## src/rtl/dr_codec_pkg.sv

```systemverilog
// Package: shared pair encoding for the dual-rail codec.
// A pair is written {true_rail, false_rail}.
package dr_codec_pkg;

    typedef enum logic [1:0] {
        PR_NULL = 2'b00,
        PR_ZERO = 2'b01,
        PR_ONE  = 2'b10,
        PR_BAD  = 2'b11
    } pair_e;

    // Classify one rail pair.
    function automatic pair_e pair_of(input logic t, input logic f);
        return pair_e'({t, f});
    endfunction

endpackage

```

## src/rtl/dr_pair_class.sv

```systemverilog
// Module: dr_pair_class
// Classifies one rail pair as valid (one wire high), empty, or illegal.
// Assumes: purely combinational, no state.
module dr_pair_class
    import dr_codec_pkg::*;
(
    input  logic t_in,
    input  logic f_in,
    output logic is_valid,
    output logic is_null,
    output logic is_bad
);
    pair_e kind;

    // Decode the pair into its three exclusive classes.
    always_comb begin
        kind     = pair_of(t_in, f_in);
        is_valid = (kind == PR_ZERO) || (kind == PR_ONE);
        is_null  = (kind == PR_NULL);
        is_bad   = (kind == PR_BAD);
    end
endmodule

```

## src/rtl/dr_detector.sv

```systemverilog
// Module: dr_detector
// Completion detector: registers all-valid / all-empty reports with hold
// on mixed words, flags illegal pairs, and captures the true rails.
// Assumes: mon_* are stable around the clock edge (synchronous model).
module dr_detector #(
    parameter int WIDTH = 8
) (
    input  logic             clk,
    input  logic             rst_n,
    input  logic [WIDTH-1:0] mon_t,
    input  logic [WIDTH-1:0] mon_f,
    output logic             all_data,
    output logic             all_null,
    output logic             code_err,
    output logic [WIDTH-1:0] dec_word
);
    logic [WIDTH-1:0] bit_valid;
    logic [WIDTH-1:0] bit_null;
    logic [WIDTH-1:0] bit_bad;
    logic             word_valid;
    logic             word_null;
    logic             word_bad;

    // One classifier per bit.
    for (genvar i = 0; i < WIDTH; i++) begin : g_pair
        dr_pair_class u_cls (
            .t_in     (mon_t[i]),
            .f_in     (mon_f[i]),
            .is_valid (bit_valid[i]),
            .is_null  (bit_null[i]),
            .is_bad   (bit_bad[i])
        );
    end

    // Word-level reduction of the per-bit results.
    always_comb begin
        word_valid = &bit_valid;
        word_null  = &bit_null;
        word_bad   = |bit_bad;
    end

    // Report registers: change only on a uniform word, hold otherwise.
    always_ff @(posedge clk) begin
        if (!rst_n) begin
            all_data <= 1'b0;
            all_null <= 1'b1;
            code_err <= 1'b0;
            dec_word <= '0;
        end else begin
            code_err <= word_bad;
            if (word_valid) begin
                all_data <= 1'b1;
                all_null <= 1'b0;
                dec_word <= mon_t;
            end else if (word_null) begin
                all_data <= 1'b0;
                all_null <= 1'b1;
            end
        end
    end

    // History qualifier so $past never looks before reset.
    logic hist_ok;
    always_ff @(posedge clk) hist_ok <= rst_n;

    a_r5_data_report: assert property (@(posedge clk) disable iff (!rst_n || !hist_ok)
        $past(word_valid) |-> (all_data && !all_null));
    a_r6_null_report: assert property (@(posedge clk) disable iff (!rst_n || !hist_ok)
        $past(word_null) |-> (all_null && !all_data));
    a_r7_hold_mixed: assert property (@(posedge clk) disable iff (!rst_n || !hist_ok)
        (!$past(word_valid) && !$past(word_null)) |-> ($stable(all_data) && $stable(all_null)));
    a_r8_err_flag: assert property (@(posedge clk) disable iff (!rst_n || !hist_ok)
        code_err == $past(word_bad));
    a_r6_flags_exclusive: assert property (@(posedge clk) disable iff (!rst_n)
        $countones({all_data, all_null}) == 1);
endmodule

```

## src/rtl/dr_encoder.sv

```systemverilog
// Module: dr_encoder
// Encodes a single-rail word onto true/false rails, inserts spacers, and
// refuses a new word until an all-empty report has been seen on an empty bus.
// Assumes: det_null is the registered report of the detector.
module dr_encoder #(
    parameter int WIDTH = 8
) (
    input  logic             clk,
    input  logic             rst_n,
    input  logic             go_data,
    input  logic [WIDTH-1:0] din,
    input  logic             det_null,
    output logic [WIDTH-1:0] rail_t,
    output logic [WIDTH-1:0] rail_f
);
    logic armed;
    logic out_null;
    logic load;

    // Accept decision and empty-bus sense.
    always_comb begin
        out_null = ~|(rail_t | rail_f);
        load     = go_data && armed;
    end

    // Rail and arming registers.
    always_ff @(posedge clk) begin
        if (!rst_n) begin
            rail_t <= '0;
            rail_f <= '0;
            armed  <= 1'b1;
        end else if (load) begin
            rail_t <= din;
            rail_f <= ~din;
            armed  <= 1'b0;
        end else begin
            if (!go_data) begin
                rail_t <= '0;
                rail_f <= '0;
            end
            armed <= armed | (det_null & out_null);
        end
    end

    logic hist_ok;
    always_ff @(posedge clk) hist_ok <= rst_n;

    a_r10_no_bad_pair: assert property (@(posedge clk) disable iff (!rst_n)
        (rail_t & rail_f) == '0);
    a_r10_fall_all: assert property (@(posedge clk) disable iff (!rst_n || !hist_ok)
        !$past(out_null) |-> ($stable(rail_t) && $stable(rail_f)) || out_null);
    a_r10_rise_all: assert property (@(posedge clk) disable iff (!rst_n || !hist_ok)
        $past(out_null) |-> out_null || ((rail_t ^ rail_f) == '1));
    a_r3_spacer: assert property (@(posedge clk) disable iff (!rst_n || !hist_ok)
        !$past(go_data) |-> out_null);
    a_r4_armed_load: assert property (@(posedge clk) disable iff (!rst_n || !hist_ok)
        ($past(out_null) && !out_null) |-> $past(armed));
endmodule

```

## src/rtl/dr_codec.sv

```systemverilog
// Module: dr_codec (top)
// Dual-rail encoder plus completion detector; the detector watches either
// the encoder rails or an injected word.
// Assumes: single clock, synchronous active-low reset.
module dr_codec #(
    parameter int WIDTH = 8
) (
    input  logic             clk,
    input  logic             rst_n,
    input  logic             go_data,
    input  logic [WIDTH-1:0] din,
    input  logic             inj_en,
    input  logic [WIDTH-1:0] inj_t,
    input  logic [WIDTH-1:0] inj_f,
    output logic [WIDTH-1:0] rail_t,
    output logic [WIDTH-1:0] rail_f,
    output logic             all_data,
    output logic             all_null,
    output logic             code_err,
    output logic [WIDTH-1:0] dec_word
);
    logic [WIDTH-1:0] mon_t;
    logic [WIDTH-1:0] mon_f;

    // Detector source select.
    always_comb begin
        mon_t = inj_en ? inj_t : rail_t;
        mon_f = inj_en ? inj_f : rail_f;
    end

    dr_encoder #(.WIDTH(WIDTH)) u_enc (
        .clk      (clk),
        .rst_n    (rst_n),
        .go_data  (go_data),
        .din      (din),
        .det_null (all_null),
        .rail_t   (rail_t),
        .rail_f   (rail_f)
    );

    dr_detector #(.WIDTH(WIDTH)) u_det (
        .clk      (clk),
        .rst_n    (rst_n),
        .mon_t    (mon_t),
        .mon_f    (mon_f),
        .all_data (all_data),
        .all_null (all_null),
        .code_err (code_err),
        .dec_word (dec_word)
    );

    logic hist_ok;
    always_ff @(posedge clk) hist_ok <= rst_n;

    a_r9_dec_matches: assert property (@(posedge clk) disable iff (!rst_n || !hist_ok)
        (all_data && !$past(inj_en) && $past(rail_t != 0 || rail_f != 0)) |-> dec_word == $past(rail_t));
endmodule

```

## config.mk

```make
export PLATFORM = sky130hd
export DESIGN_NAME = dr_codec
export DESIGN_NICKNAME = d
export VERILOG_FILES = /design/src/rtl/dr_codec_pkg.sv /design/src/rtl/dr_pair_class.sv /design/src/rtl/dr_detector.sv /design/src/rtl/dr_encoder.sv /design/src/rtl/dr_codec.sv
export SDC_FILE = /design/constraint.sdc
export NUM_CORES = 1
export LEC_CHECK = 0
export ABC_AREA = 1
export BUFFER_PORTS_ARGS = -buffer_cell sky130_fd_sc_hd__clkbuf_2
export CAP_MARGIN = 15
export CORE_AREA = 5 5 83 85
export DETAILED_ROUTE_END_ITERATION = 8
export DIE_AREA = 0 0 88 90
export PLACE_DENSITY = 0.59
export SYNTH_ARGS = -nofsm -noshare
export SYNTH_HDL_FRONTEND = slang
export SYNTH_SLANG_ARGS = --single-unit
```

## constraint.sdc

```tcl
create_clock -name clk -period 1.7 [get_ports clk]
set_input_delay 0.17 -clock clk [delete_from_list [all_inputs] [get_ports clk]]
set_output_delay 0.17 -clock clk [all_outputs]
set_load 0.01 [all_outputs]
```

After elaboration in Yosys (flattened, before gate mapping)
Cells that the tools add are included.
Word-level totals
  register bits: 28
  latch bits: 0
  memory bits (writable): 0
  memory bits (read-only): 0
  input port bits: 28
  output and inout port bits: 27
  word-level logic and storage cells: 69
  memories kept: 0
Operators by class
  $add $sub $neg: 0
  multipliers: 0
  div/mod/pow operators: 0
  order comparisons: 0
  eq/ne operators: 25
  shifts and indexed selects: 0
  muxes and demuxes: 10
  bitwise operators: 4
  reductions and logical operators: 23
Operators by type and width (count)
  $mux 8: 5
  $eq 2x2->1 const B: 16
  $eq 2x1->1 const B: 8
  $logic_not 2->1: 8
  $reduce_and 8->1: 2
  $reduce_or 8->1: 2
  $logic_or 1x1->1: 8
  $not 8->8: 1
  $or 8x8->8: 1
  $mux 1: 5
  $ne 2x1->1 const B: 1
  $reduce_bool 2->1: 1
  $and 1x1->1: 1
  $logic_and 1x1->1: 1
  $logic_not 1->1: 1
  $or 1x1->1: 1

Depth between registers and ports, before layout
  word-level depth: 6
  depth in mapped cells: 11
  mapped depth without buffers: 11

Cells and area by module
Synthesis repeated with hierarchy kept, for this count alone.
Second synthesis, totals
  cell total of the unflattened synthesis: 252
  area, all modules: 1780.5 um2
Modules (own cells, without submodules)
  dr_encoder: instances 1, cells each 91, area each 732.0 um2, seq. area each 340.3 um2
  dr_detector: instances 1, cells each 77, area each 544.3 um2, seq. area each 220.2 um2
  dr_pair_class: instances 8, cells each 4, area each 32.5 um2, seq. area each 0.0 um2
  dr_codec: instances 1, cells each 52, area each 244.0 um2, seq. area each 0.0 um2

Worst setup path before layout
OpenSTA, ideal clock, no wires.
  path type: flip-flop to flip-flop
  start point: register u_enc.rail_t[2]
  end point: register u_det.dec_word[4]
  library setup time: 116 ps
  arrival time: 1396 ps
  required time: 1584 ps
  path slack: 189 ps
  cell stages (with the launch flop): 10
  buffers on the path: 1
  clock period less this slack: 1511 ps
  path through: dfxtp_1 > o21a_2 > inv_1 > ha_1 > nand2_1 > nor2_1 > nand2_1 > buf_2 > o21ai_0 > nor2_1
On the way
  word-level cells in the longest chain between the ends: 4
  elaborated cells between the ends (all ways): 5
  classes of those cells: 2 x eq/ne; 1 x mux; 2 x reduce/logical
RTL lines
  from (decl): RTL line dr_encoder.sv:13  | output logic [WIDTH-1:0] rail_t,
  from (signal assigned): RTL line dr_encoder.sv:33  | rail_t <= din;
  $mux 8 *: RTL line dr_codec.sv:27  | mon_t = inj_en ? inj_t : rail_t;
  net u_det.g_pair[2].u_cls.t_in: RTL line dr_pair_class.sv:7  | input logic t_in,
  $eq 2x1->1 / $eq 2x2->1 (equally long branches): RTL line dr_pair_class.sv:18  | is_valid = (kind == PR_ZERO) || (kind == PR_ONE);
  $logic_or 1x1->1 *: RTL line dr_pair_class.sv:18
  $reduce_and 8->1 *: RTL line dr_detector.sv:37  | word_valid = &bit_valid;
  to (signal assigned): RTL line dr_detector.sv:54  | dec_word <= mon_t;
  to (decl): RTL line dr_detector.sv:15  | output logic [WIDTH-1:0] dec_word
Mark *: on every way through the listed nets, which the timed path passes. The rest lies on a longest branch.
A chain may end at the register's enable or synchronous reset.

Final worst setup path
  start point: register u_enc.rail_f[6]
  end point: register u_det.dec_word[4]
On the way
  word-level cells in the longest chain between the ends: 4
  elaborated cells between the ends (all ways): 5
  classes of those cells: 2 x eq/ne; 1 x mux; 2 x reduce/logical
RTL lines
  from (decl): RTL line dr_encoder.sv:14  | output logic [WIDTH-1:0] rail_f
  from (signal assigned): RTL line dr_encoder.sv:34  | rail_f <= ~din;
  $mux 8 *: RTL line dr_codec.sv:28  | mon_f = inj_en ? inj_f : rail_f;
  $eq 2x1->1 / $eq 2x2->1 (equally long branches): RTL line dr_pair_class.sv:18
  $logic_or 1x1->1 *: RTL line dr_pair_class.sv:18
  $reduce_and 8->1 *: RTL line dr_detector.sv:37
Mark *: on every way between the ends. The rest lies on a longest branch, timed or not.

==> flow_metrics.py <==
metrics = {
    "sta": {
        "tightestPinTransition_ps": 310,
        "finalHoldViolations": 0,
        "slew_headroom_pct": 79.1,
        "post-route-min-period_ps": 1560,
        "fin_hold_ws_ps": 126,
        "skew_ps": 1.11,
        "fmaxAchievable_mhz": 643,
        "setup_viol": 0,
        "fin_setup_tns_ps": 0,
        "rsz0062_at_grt": "false",
        "min_period_over_period_pct": 91.5,
        "maxSlewViolCount": 0,
    },
    "logic_synthesis": {
        "syn_inst": 234,
        "syn_avg_cell_area_um2": 7.21,
        "synth-seq-cells": 28,
        "synth.cells.most_frequent": "inv_1, nand2_1, nor2_1",
        "yosysUniqueCellTypes": 24,
        "synth_top_family_by_area": "simple AND/OR/NAND/NOR gates",
        "netlist.area_leader.share_pct": 33.2,
        "synth_xor_area_share_pct": 0,
        "yosys-mux-area-fraction_pct": 0,
        "synth-seq-area-share_pct": 33.2,
        "synth-adder-area-share_pct": 11.9,
        "synthArstFlopShare_pct": 0,
        "synth-simple-area-share_pct": 26.2,
        "syn_nets": 278,
        "synth_area_leaders": "dfxtp_1, ha_1, inv_1",
        "ys_warn_count": 0,
        "synth-compound-area-share_pct": 14.9,
        "ys.flop_type": "dfxtp_1",
        "synth_area_leader_cell": "dfxtp_1",
        "netlist_area_um2": 1690,
        "synth.most_common_cell": "inv_1",
        "synth_edf_count": 0,
    },
    "cells_and_area": {
        "drive_above_1_share_pct": 32.1,
        "final_util_pct": 35.5,
        "area_growth_pct": 29.1,
        "nets": 344,
        "insertedDiodeCount": 0,
    },
    "critical_path": {
        "cp_max_fo": 4,
        "reg2reg_from": "u_enc.rail_f[6]",
        "regToRegSetupSlack_ps": 140,
        "startpoint_type": "flip-flop",
        "endpoint_kind": "flip-flop",
        "worstPathRequired_ps": 1880,
        "critical_path_class": "flip-flop to flip-flop",
        "arrival_ps": 1730,
        "reg2regPathDepth": 8,
        "rr_endpoint": "u_det.dec_word[4]",
    },
    "routing": {
        "firstDrtPassIters": 4,
        "drt-total-wl_um": 4470,
        "routed_via_density": 4.43,
        "drt_iter0_markers": 115,
        "vias": 1667,
        "post_drt_wl_per_cell_um": 11.9,
        "ant_nets": 0,
        "drc": 0,
    },
    "grt": {
        "grt_pass1_wl_um": 7530,
        "grt_pass1_vias": 1643,
        "gr-total-overflow": 0,
        "grt_use_total_pct": 11.7,
        "grt_max_degree": 33,
        "antenna_found_initial": 0,
    },
    "clock_network": {
        "cts-htree-levels": 1,
        "cts_tree": "yes",
        "clkLatencyLatePin_ps": 270,
        "cts_setup_buffers": 0,
        "cts.sinks": 28,
        "cts_root_buf": "clkbuf_8",
        "cts_buffers": 3,
        "clk_pin_slew_ps": 100,
        "clockBufferDepth": 2,
    },
    "die": {
        "num_rows": 29,
        "start_util_pct": 27.5,
        "fp.dieH_um": 90,
        "die_w_um": 88,
        "core_um2": 6130,
        "die_area_um2": 7920,
        "io_pins": 55,
    },
    "place": {
        "numPortBuffers": 54,
        "dp_hpwl_um": 3610,
        "place.gp.congestion": 0.809,
    },
    "hold_path": {
        "hp-class": "primary input to flip-flop",
        "hold_path_end": "u_enc.rail_t[1]",
        "hold_depth": 3,
        "min_from": "din[1]",
    },
    "power_and_ir_drop": {
        "vdd_drop_max_v": 0.000294,
        "power_leakage_nw": 1.14,
        "powerDensity_nw_per_um2": 668,
    },
    "status": {
        "outcome": "finished, final reports clean",
    },
    "job": {
        "timing.max_cap.violations": 0,
    },
}
[critical path, cell delays in order, from the launching register on]
cell	delay (ps)
dfxtp_1	410
o21ai_0	150
ha_1	310
nand2_1	50
nor2_1	80
nand2_1	90
buf_4	150
o21ai_0	170
nor2_1	50
[per-stage QoR]
stage / total power [mW] / instance area, um^2 / cells / setup WS, ps
finish: 1.45 / 2180 / 376 / 144
global route: 1.55 / 2180 / 376 / 9.67
CTS: 1.48 / 2160 / 376 / 67.4
detailed placement: 1.05 / 2110 / 372 / 10.7
global placement: 1.05 / 2110 / 372 / 22.1
floorplan: 0.925 / 1690 / 234 / 189
[registers in the layout, summed over array words and instances, names as in the netlist]
signal          flops
u_det.dec_word      8
u_det.code_err      1
u_enc.armed         1
u_det.all_null      1
u_enc.rail_t        8
u_det.all_data      1
u_enc.rail_f        8
[cell families (layout without fill, tap and decap cells)]
logic type                 count (synthesis)  count (layout)
DFF                                       28              28
and+or+nand+nor                          100             100
buffers and inverters                     48             113
adders and majority gates                 16              16
AOI/OAI and AO/OA                         42              42
[power breakdown]
| part | internal, mW | total (mW) | leakage (nW) | switching, mW |
|---|---|---|---|---|
| clock | 0.208 | 0.419 | 0.0288 | 0.211 |
| combinational | 0.150 | 0.333 | 0.880 | 0.183 |
| sequential | 0.680 | 0.703 | 0.231 | 0.0227 |
| total | 1.04 | 1.45 | 1.14 | 0.417 |
[final cells by class]
type                            instances  area, um^2
Clock buffer                            4        55.1
Timing Repair Buffer                   72         418
Inverter                               37         141
Fill cell                             669        3950
Tap cell                               77        96.3
Multi-Input combinational cell        158         896
Sequential cell                        28         572
[what timing repair did]
action / in CTS / in global routing
setup endpoints to repair: 0 / 8
resized for setup: 0 / 11
hold buffers: 0 / 0
[cell usage in the layout, fill, tap and decap left out, types with 16 or more instances in the layout]
cell      instances
ha_1             16
nor2_1           28
nand3_1          25
dfxtp_1          21
clkbuf_2         54
inv_1            35
nand2_1          32
a21oi_1          18
buf_4            17
[per-layer routing]
layer  global-route usage (%)  share of wire (%)
met5                        0                  0
met4                     3.07                1.1
met3                     2.29                6.1
met2                     20.0                 51
met1                     14.8                 41
[worst max-delay path by stage]
stage / from / end / slack [ps] / cells past startpoint
6_report: u_enc.rail_f[6] / u_det.dec_word[4] / 140 / 8
3_5_place_dp: inj_en / u_det.dec_word[6] / 10 / 12
5_1_grt: u_enc.rail_t[1] / u_det.dec_word[4] / 10 / 9
3_3_place_gp: inj_en / u_det.dec_word[3] / 20 / 12
4_1_cts: u_enc.rail_t[1] / u_det.dec_word[6] / 70 / 9
2_1_floorplan: u_enc.rail_t[2] / u_det.dec_word[4] / 190 / 9
No activity file was read; power rests on OpenSTA's default activity.
